===== config.mk =====
export PLATFORM = sky130hd
export DESIGN_NAME = spi_rx_match
export DESIGN_NICKNAME = d
export VERILOG_FILES = /design/src/rtl/spi_rx_match.sv
export SDC_FILE = /design/constraint.sdc
export NUM_CORES = 1
export LEC_CHECK = 0
export ABC_AREA = 0
export BUFFER_PORTS_ARGS = -buffer_cell sky130_fd_sc_hd__buf_2
export CORE_MARGIN = 8
export CORE_UTILIZATION = 45
export DETAILED_ROUTE_END_ITERATION = 10
export PLACE_DENSITY_LB_ADDON = 0.25
export SLEW_MARGIN = 20
export SYNTH_ARGS = -nofsm -noshare
export SYNTH_HDL_FRONTEND = slang
export SYNTH_SLANG_ARGS = --single-unit

===== constraint.sdc =====
create_clock -name clk -period 3.44 [get_ports clk]
set_input_delay 0.344 -clock clk [delete_from_list [all_inputs] [get_ports clk]]
set_output_delay 0.344 -clock clk [all_outputs]
set_load 0.01 [all_outputs]

===== src/rtl/spi_rx_match.sv =====
module spi_rx_match #(
  parameter int W = 32
) (
  input  logic         clk,
  input  logic         rst_n,
  input  logic         sof,
  input  logic         rx_valid,
  input  logic [W-1:0] rx_word,
  input  logic [W-1:0] cmp_a,
  input  logic [W-1:0] cmp_b,
  input  logic [2:0]   mode,
  input  logic         flag_clr,
  output logic         match_flag
);

  logic first_q, second_q, prev_a_q;
  logic hit;

  wire eq_a      = (rx_word == cmp_a);
  wire eq_b      = (rx_word == cmp_b);
  wire masked_eq = ((rx_word & cmp_b) == (cmp_a & cmp_b));
  wire is_first  = sof | first_q;
  wire is_second = second_q & ~sof;
  wire prev_a    = prev_a_q & ~sof;

  always_comb begin
    case (mode)
      3'b010:  hit = is_first & (eq_a | eq_b);
      3'b011:  hit = eq_a | eq_b;
      3'b100:  hit = is_second & prev_a & eq_b;
      3'b101:  hit = prev_a & eq_b;
      3'b110:  hit = is_first & masked_eq;
      3'b111:  hit = masked_eq;
      default: hit = 1'b0;
    endcase
  end

  wire set_now = rx_valid & hit;

  always_ff @(posedge clk or negedge rst_n) begin
    if (!rst_n) begin
      first_q    <= 1'b1;
      second_q   <= 1'b0;
      prev_a_q   <= 1'b0;
      match_flag <= 1'b0;
    end else begin
      if (rx_valid) begin
        first_q  <= 1'b0;
        second_q <= is_first;
        prev_a_q <= eq_a;
      end else if (sof) begin
        first_q  <= 1'b1;
        second_q <= 1'b0;
        prev_a_q <= 1'b0;
      end
      match_flag <= set_now | (match_flag & ~flag_clr);
    end
  end

  assert_off_modes_R1: assert property (@(posedge clk) disable iff (!rst_n)
    (mode[2:1] == 2'b00 && !match_flag) |=> !match_flag);

  assert_any_or_R4: assert property (@(posedge clk) disable iff (!rst_n)
    (rx_valid && mode == 3'b011 && (rx_word == cmp_a || rx_word == cmp_b)) |=> match_flag);

  assert_masked_any_R8: assert property (@(posedge clk) disable iff (!rst_n)
    (rx_valid && mode == 3'b111 && ((rx_word & cmp_b) == (cmp_a & cmp_b))) |=> match_flag);

  assert_sticky_R9: assert property (@(posedge clk) disable iff (!rst_n)
    (match_flag && !flag_clr) |=> match_flag);

  assert_clear_R9: assert property (@(posedge clk) disable iff (!rst_n)
    (flag_clr && !rx_valid) |=> !match_flag);

endmodule


==> results.json, run 1 <==
{
  "status": "completed",
  "design_area_mm2": 0.00211,
  "syn_area_per_cell_um2": 8.18,
  "vias_per_cell": 4.99,
  "grt_overflow_total": 0,
  "yosys-top-cells-area": "ha_1, xnor2_1, xor2_1",
  "grt_pass1_wl_mm": 7.52,
  "cp-start-kind": "input pin",
  "post_cts_buffers": 0,
  "fillers": 316,
  "syn_nets": 319,
  "rsz0062_at_grt": "false",
  "finalSetupViolCount": 0,
  "die_w_um": 73.7,
  "p_int_mw": 0.212,
  "cp.required_ns": 3.61,
  "cts_tree": "built",
  "vias": 1688,
  "cts_buffers": 3,
  "core_area_mm2": 0.00326,
  "synth_area_mm2": 0.00150,
  "drt_first_pass_iters": 4,
  "gp_congestion": 0.823,
  "hp-class": "in -> reg",
  "grt_max_degree": 7,
  "dieArea_mm2": 0.00543,
  "drc": 0,
  "tns_ns": 0,
  "netlist.top_cell.by_area": "ha_1",
  "tightest_slew_ns": 0.380,
  "portBuffers": 104,
  "finClkSkew_ns": 0.00474,
  "rows": 21,
  "cts.sinks": 4,
  "dp_hpwl_mm": 4.60,
  "path_clk_slew_ns": 0.04,
  "syn2layout_area_growth_pct": 41.0,
  "final_common_cell": "buf_2",
  "layout_min_cycle_time_ns": 1.62,
  "synth-async-reset-ratio_pct": 100,
  "finalPower_mw": 0.345,
  "fp.dieH_um": 73.7,
  "synth_cell_types": 19,
  "ys_seq_area_share_pct": 6.77,
  "wire_per_inst_um": 14.4,
  "first_global_vias": 1829,
  "layout-drive-gt1-share_pct": 38.0,
  "crit_type": "in -> reg",
  "cts_max_level": 1,
  "synthesis.instances": 183,
  "fmaxAchievable_mhz": 617,
  "cts.path.max_buffers": 2,
  "p_clk_share_pct": 18.7,
  "final_nets": 429,
  "wl_mm": 4.86,
  "seqPwrFrac_pct": 14.9,
  "p_leak_nw": 1.05,
  "ir_worst_vdd_uv": 66.8,
  "timing.final.crit_share_pct": 47.1,
  "placed_area_mm2": 0.00208,
  "end_kind": "flop",
  "yosysWarnings": 0,
  "ios": 105,
  "postRouteAntennaNets": 0,
  "antenna_found_initial": 0,
  "ys_seq_elements": 4,
  "cp.arrival_ns": 1.79,
  "power.density_mw_per_mm2": 163,
  "grt_use_total_pct": 17.6,
  "mostFrequentLayoutCells": "buf_2, xnor2_1, nand2_1",
  "critical_path_peak_fanout": 2,
  "n_antenna_cell": 0,
  "initial_core_util_pct": 46.0,
  "synth_edf_count": 0,
  "yosysTopAreaCellShare_pct": 26.7,
  "drt_iter0_drc": 53,
  "root_buffer": "clkbuf_4",
  "switching_share_pct": 38.5,
  "slew_headroom_pct": 74.4,
  "p_sw_mw": 0.133,
  "combPwrFrac_pct": 66.3,
  "synth_ff_type": "dfrtp_1",
  "finish.utilization_pct": 64.8,
  "fin_hold_ws_ns": 0.313,
  "drv_slew": 0,
  "clock_latency_ns": 0.24,
  "drv_cap": 0,
  "cts-resized-gates": 0,
  "hold_violations": 0
}
[layer usage]
layer,vias up,GRT usage [%],wire length (µm)
li1,874,-,-
met1,748,18.4,1870
met2,60,33.7,2570
met3,6,4.09,354
met4,0,5.10,67
met5,-,0,0
[final timing paths]
path,startpoint,endpoint,slack (ns),depth (start not counted)
worst max-delay path,rx_word[2],match_flag$_DFF_PN0_,1.82,8
worst max register to register,first_q$_DFFE_PN1P_,match_flag$_DFF_PN0_,1.96,5
max in group asynchronous,rst_n,first_q$_DFFE_PN1P_,2.80,2
worst min register to register,prev_a_q$_DFFE_PN0P_,prev_a_q$_DFFE_PN0P_,0.54,2
worst min-delay path,rx_valid,first_q$_DFFE_PN1P_,0.31,2
min in group asynchronous,rst_n,prev_a_q$_DFFE_PN0P_,0.44,2
[metrics by stage]
| stage | setup WS, ns | std cells |
|---|---|---|
| finish | 1.82 | 338 |
| global route | 1.71 | 338 |
| CTS | 1.81 | 338 |
| detailed placement | 1.57 | 333 |
| global placement | 1.57 | 333 |
| floorplan | 1.96 | 183 |
[layout make-up]
class	instances	area, µm²	share of cell area [%]
tap	46	57.6	2.73
clock buffer	4	26.3	1.24
sequential	4	101	4.80
multi-input combinational	177	1390	65.8
timing repair buffer	105	531	25.1
inverter	2	7.51	0.355
[kinds of logic (layout without fill, tap and decap cells)]
logic type                 count (synthesis)  after routing  share of synthesized area (%)
and+or+nand+nor                           72             72                           24.3
xor gates and xnor gates                  64             64                           37.4
adders and majority gates                 32             32                           26.7
AOI/OAI and AO/OA                          9              9                           4.26
DFF                                        4              4                           6.77
buffers and inverters                      2            111                          0.501
[worst max-delay path, cell delays in order]
cell,delay (ns)
buf_2,0.11
ha_1,0.28
nor4_1,0.39
nand4_1,0.14
nor2_1,0.18
a211oi_1,0.08
nor2_1,0.13
a2bb2oi_2,0.13
[repair_timing]
item                                    4_1_cts  5_1_grt
hold buffers                                  1        0
hold endpoints to repair                      3        0
endpoints found under the setup margin        0        0
[state kept, by name, indices dropped and copies added, names as in the netlist]
| signal | count |
|---|---|
| first_q | 1 |
| second_q | 1 |
| prev_a_q | 1 |
| match_flag | 1 |
[cell usage after synthesis, types with 2 or more instances]
| master | number |
|---|---|
| nor4_2 | 2 |
| o21ai_0 | 2 |
| nor2_1 | 5 |
| a21oi_1 | 3 |
| nor3_1 | 2 |
| nand4_1 | 18 |
| dfrtp_1 | 3 |
| xor2_1 | 27 |
| nor4_1 | 10 |
| nand2_1 | 33 |
| xnor2_1 | 37 |
| inv_1 | 2 |
| a211oi_1 | 2 |
| ha_1 | 32 |
[power by group through the flow]
stage | logic (mW) | clock network, mW | registers (mW)
3_3_place_gp | 0.225 | 0 | 0.0523
5_1_grt | 0.255 | 0.0721 | 0.0518
2_1_floorplan | 0.116 | 0 | 0.0523
6_report | 0.229 | 0.0646 | 0.0516
3_5_place_dp | 0.227 | 0 | 0.0522
4_1_cts | 0.230 | 0.0665 | 0.0516
Note: power is estimated with default switching activity, not from simulation.
==> run 2: changes to the inputs <==
ABC_AREA = 1   (was 0)
clock period = 1.6 ns   (was 3.44 ns; I/O delays follow)
==> run 2 against run 1 <==
- die area grew 16%
- worst hold slack lost 0.22 ns
- final cell count grew 42%
- combinational power grew 140%
- utilization shrank 2.9 points
- sequential power grew 120%
- design area grew 16%
- register-to-register slack lost 1.7 ns
- clock-buffer cell count is the same
- flip-flop and latch count is the same
- clock skew shrank 0.0019 ns
- sequential share of layout area shrank 0.65 points
==> results.json, run 2 <==
{
  "yosysWarnings": 0,
  "cts_buffers": 3,
  "dpl_worst_slack_ns": 0.0881,
  "fin_hold_ws_ns": 0.0900,
  "cp.arrival_ns": 1.54,
  "worst_slack_ns": 0.211,
  "finalSetupViolCount": 0,
  "hp-class": "in -> reg",
  "cts_tree": "built",
  "netlist.top_cell.by_area": "nand2_1",
  "die_w_um": 79.3,
  "critical-path-max-stage-delay_ns": 0.51,
  "cp_num_buf_inv": 0,
  "path_clk_slew_ns": 0.03,
  "drt_first_pass_iters": 4,
  "seqPwrFrac_pct": 12.6,
  "layout_min_cycle_time_ns": 1.39,
  "drt-met1-wl_mm": 2.23,
  "p_leak_nw": 1.35,
  "finClkSkew_ns": 0.00281,
  "drv_slew": 0,
  "cts_max_level": 1,
  "initial_core_util_pct": 45.8,
  "antenna_found_initial": 0,
  "postRouteAntennaNets": 0,
  "yosysMostFrequentCell": "nand2_1",
  "n_antenna_cell": 0,
  "cts.path.max_buffers": 2,
  "tightest_slew_ns": 0.227,
  "post_cts_buffers": 0,
  "p_clk_share_pct": 24.9,
  "drv_cap": 0,
  "rows": 23,
  "grt_use_total_pct": 17.0,
  "clock_latency_ns": 0.21,
  "cp.required_ns": 1.75,
  "slew_headroom_pct": 84.7,
  "top_layer_used": "met4",
  "p_int_mw": 0.551,
  "synth_cell_types": 16,
  "critical_path_peak_fanout": 3,
  "dp_hpwl_mm": 5.01,
  "synth-async-reset-ratio_pct": 100,
  "final_common_cell": "nand2_1",
  "yosysTopAreaCellShare_pct": 27.9,
  "syn_area_per_cell_um2": 5.64,
  "crit_type": "reg -> reg",
  "grt_pass1_wl_mm": 8.87,
  "first_global_vias": 2262,
  "tns_ns": 0,
  "status": "completed",
  "drt_iter0_drc": 60,
  "core_area_mm2": 0.00394,
  "yosys-top-cells-area": "nand2_1, ha_1, xnor2_1",
  "dr_wl_met3_um": 478,
  "ys_seq_area_share_pct": 5.62,
  "final_nets": 566,
  "grt_max_degree": 5,
  "crit_path_frequent_cell": "nand2_1",
  "layout-drive-gt1-share_pct": 25.4,
  "power.density_mw_per_mm2": 364,
  "rsz0062_at_grt": "false",
  "synth_area_mm2": 0.00180,
  "timing.final.crit_share_pct": 86.8,
  "ios": 105,
  "mostFrequentLayoutCells": "nand2_1, buf_2, nor2_1",
  "p_sw_mw": 0.337,
  "gp_congestion": 0.882,
  "root_buffer": "clkbuf_8",
  "wire_per_inst_um": 11.3,
  "combPwrFrac_pct": 62.5,
  "ys_seq_elements": 4,
  "synth_common_cells": "nand2_1, nor2_1, xnor2_1, ha_1, inv_1",
  "drc": 0,
  "portBuffers": 104,
  "cpLargestDelayFamily": "simple AND/OR/NAND/NOR gates",
  "cp-start-kind": "flop",
  "syn_nets": 456,
  "synthesis.instances": 320,
  "hold_violations": 0,
  "slowest_stage": "dfstp_2",
  "path_cells": "nor2_1, nand2_1, nand2_1, nor2_1, nand2_1, nor2_1, nand4_1, a21oi_1, nand2_1, nand2_1",
  "wl_met2_mm": 2.64,
  "grt_overflow_total": 0,
  "vias": 2223,
  "wl_mm": 5.40,
  "end_kind": "flop",
  "synth_ff_type": "dfrtp_1",
  "fp.dieH_um": 79.3,
  "synth_edf_count": 0,
  "switching_share_pct": 38.0,
  "ir_worst_vdd_uv": 170,
  "cts.sinks": 4,
  "syn2layout_area_growth_pct": 35.4,
  "fmaxAchievable_mhz": 720,
  "vias_per_cell": 4.64,
  "dieArea_mm2": 0.00629,
  "reg2reg_setup_slack_ns": 0.21
}
run 2: cell count changes in the layout (fill, tap and decap cells not counted), sizes merged, moves of 3 or more:
cell and delta:
inv +25, nand2 +101, nand3 +16, nand3b +4, nand4 -17, nor2 +47, nor4 -11, o21ai +6
xnor2 -3, xor2 -26
run 2: kinds of logic after synthesis:
family	share of synthesized area [%]
adder cells (fa/ha/maj)	22.2
flip-flops	5.62
buffers and inverters	5.62
XOR/XNOR	17.0
AND/OR/NAND/NOR	46.1
AO/OA/AOI/OAI	3.47
run 2: routing by layer:
layer,track usage (%),vias to the layer above
met5,0,-
met4,4.07,0
met3,4.97,4
met2,32.3,70
met1,17.6,918
li1,-,1231
run 2: final timing paths:
| kind | start | endpoint | cells after the start |
|---|---|---|---|
| max reg2reg | first_q$_DFFE_PN1P_ | match_flag$_DFF_PN0_ | 10 |
| min in group asynchronous | rst_n | match_flag$_DFF_PN0_ | 2 |
| max in group asynchronous | rst_n | first_q$_DFFE_PN1P_ | 2 |
| max | first_q$_DFFE_PN1P_ | match_flag$_DFF_PN0_ | 10 |
| min | rx_valid | first_q$_DFFE_PN1P_ | 2 |
| min reg2reg | match_flag$_DFF_PN0_ | match_flag$_DFF_PN0_ | 2 |
run 2: final cells by class:
class,count,area (µm²)
inverters,27,101
repair buffers,105,531
flip-flops and latches,4,101
fillers,402,1500
multi-input cells,289,1600
well taps,50,62.6
clock buffers,4,45.0
run 2: repair_timing:
| action | CTS | global route |
|---|---|---|
| hold endpoints to repair | 4 | 0 |
| setup endpoints to repair | 0 | 0 |
| hold buffers | 1 | 0 |
| gates resized for setup | 0 | 0 |
run 2: power groups by stage:
stage | registers (mW) | logic (mW) | clock network (mW)
final | 0.112 | 0.556 | 0.221
after global routing | 0.112 | 0.643 | 0.239
after CTS | 0.112 | 0.562 | 0.222
after detailed placement | 0.113 | 0.557 | 0
after global placement | 0.113 | 0.543 | 0
after floorplan | 0.113 | 0.302 | 0
run 2: metrics by stage:
stage	instances	area [µm²]	util, %	total power [mW]
CTS	479	2440	61.9	0.896
finish	479	2440	61.9	0.889
detailed placement	474	2390	60.6	0.670
floorplan	320	1800	-	0.416
global placement	474	2390	60.6	0.656
global route	479	2440	61.9	0.994
==> run 3: changes to the inputs <==
CORE_UTILIZATION = 40   (was 45)
==> run 3 against run 2 <==
- non-clock buffer count stayed put
- clock-buffer cell count stayed put
- critical path type is now in -> reg
- flip-flop and latch count stayed put
- critical endpoint unchanged
- global-route usage is 2.1 points lower
- clock power hardly changed
- worst setup slack better by 0.0015 ns
- via count is 0.99% lower
- combinational power hardly changed
- design area is 0.10% higher
- sequential power hardly changed
==> results.json, run 3 (same netlist as run 2, synthesis figures left out) <==
{
  "vias_per_cell": 4.58,
  "final_nets": 566,
  "gp_congestion": 0.825,
  "tns_ns": 0,
  "path_clk_slew_ns": 0.04,
  "power.density_mw_per_mm2": 364,
  "dieArea_mm2": 0.00692,
  "n_antenna_cell": 0,
  "cts.sinks": 4,
  "rows": 24,
  "dp_hpwl_mm": 4.94,
  "cp.required_ns": 1.76,
  "first_global_vias": 2242,
  "grt_use_total_pct": 14.8,
  "fp.dieH_um": 83.2,
  "tightest_slew_ns": 0.254,
  "holdPathEnd": "first_q$_DFFE_PN1P_",
  "crit_type": "in -> reg",
  "portBuffers": 104,
  "rsz0062_at_grt": "false",
  "fmaxAchievable_mhz": 721,
  "hold_start": "rx_valid",
  "cts_buffers": 3,
  "r2r_start": "first_q$_DFFE_PN1P_",
  "ir_worst_vdd_uv": 165,
  "slew_headroom_pct": 82.9,
  "critical_path_peak_fanout": 2,
  "ctsHoldBuffers": 1,
  "syn2layout_area_growth_pct": 35.5,
  "hold_violations": 0,
  "end_kind": "flop",
  "reg2reg_depth": 10,
  "layout_min_cycle_time_ns": 1.39,
  "root_buffer": "clkbuf_8",
  "finalSetupViolCount": 0,
  "cts_tree": "built",
  "cp.arrival_ns": 1.54,
  "wl_mm": 5.36,
  "dpl_worst_slack_ns": -0.00675,
  "die_w_um": 83.2,
  "final_common_cell": "nand2_1",
  "hold-path-cell-count": 2,
  "worst_slack_ns": 0.213,
  "cp-start-kind": "input pin",
  "multi_input_area_mm2": 0.00160,
  "grt_pass1_wl_mm": 8.98,
  "drt_first_pass_iters": 4,
  "hp-class": "in -> reg",
  "layout-drive-gt1-share_pct": 25.4,
  "final-seq-area_um2": 101,
  "vias": 2201,
  "cts-resized-gates": 0,
  "antenna_found_initial": 0,
  "initial_core_util_pct": 41.4,
  "ios": 105,
  "finClkSkew_ns": 0.00596,
  "clock_latency_ns": 0.22,
  "drv_slew": 0,
  "reg2reg_setup_slack_ns": 0.22,
  "mostFrequentLayoutCells": "nand2_1, buf_2, nor2_1",
  "drv_cap": 0,
  "drc": 0,
  "drt_iter0_drc": 70,
  "core_area_mm2": 0.00435,
  "fillers": 450,
  "cts.path.max_buffers": 2,
  "postRouteAntennaNets": 0,
  "cts_max_level": 1,
  "status": "completed",
  "timing.final.crit_share_pct": 86.7,
  "grt_max_degree": 5,
  "grt_overflow_total": 0,
  "p_leak_nw": 1.35,
  "post_cts_buffers": 0,
  "r2r-end": "match_flag$_DFF_PN0_",
  "wire_per_inst_um": 11.1
}
## run 3: cell counts in the layout (fill, tap and decap cells not counted)
No cell type changed its count.
## run 3: stage by stage
step	power, mW	instances	hold slack (ns)	utilization, %	instance area (µm²)
after global routing	0.992	481	0.110	56.1	2440
after floorplan	0.416	320	-0.136	-	1800
after detailed placement	0.667	476	-0.0354	54.9	2390
final	0.890	481	0.101	56.1	2440
after global placement	0.658	476	-0.0365	54.9	2390
after CTS	0.895	481	0.0973	56.1	2440
## run 3: worst max-delay path, cell delays in order
cell,delay (ns)
buf_2,0.11
ha_1,0.32
nor2_1,0.15
nand2_1,0.07
nor2_1,0.15
nand2_1,0.07
nor2_1,0.14
a21oi_1,0.08
a21oi_1,0.16
nand2_1,0.07
nand2_1,0.05
## run 3: routing by layer
| metal | share of wire, % | global-route usage [%] | vias to the layer above |
|---|---|---|---|
| met2 | 47 | 25.7 | 63 |
| met3 | 7.0 | 4.10 | 2 |
| li1 | - | - | 1229 |
| met4 | 0.52 | 2.72 | 0 |
| met5 | 0 | 0 | - |
| met1 | 45 | 17.8 | 907 |
## run 3: power by group
part | leakage, nW | switching [mW] | total [mW] | internal, mW
Clock | 0.0228 | 0.0528 | 0.223 | 0.170
Sequential | 0.0496 | 0.00298 | 0.112 | 0.109
Combinational | 1.28 | 0.283 | 0.555 | 0.272
Total | 1.35 | 0.339 | 0.890 | 0.551
## run 3: final cells by class
class | instances | area share (%)
multi-input cells | 289 | 65.5
repair buffers | 105 | 21.7
flip-flops and latches | 4 | 4.15
inverters | 27 | 4.15
well taps | 52 | 2.66
clock buffers | 4 | 1.84
## run 3: how the worst max path moves through the flow
stage | from | depth (start not counted) | to
after floorplan | first_q$_DFFE_PN1P_ | 10 | match_flag$_DFF_PN0_
after global placement | rx_word[28] | 11 | match_flag$_DFF_PN0_
after detailed placement | rx_word[28] | 11 | match_flag$_DFF_PN0_
after CTS | rx_word[28] | 11 | match_flag$_DFF_PN0_
after global routing | rx_word[28] | 11 | match_flag$_DFF_PN0_
final | rx_word[28] | 11 | match_flag$_DFF_PN0_
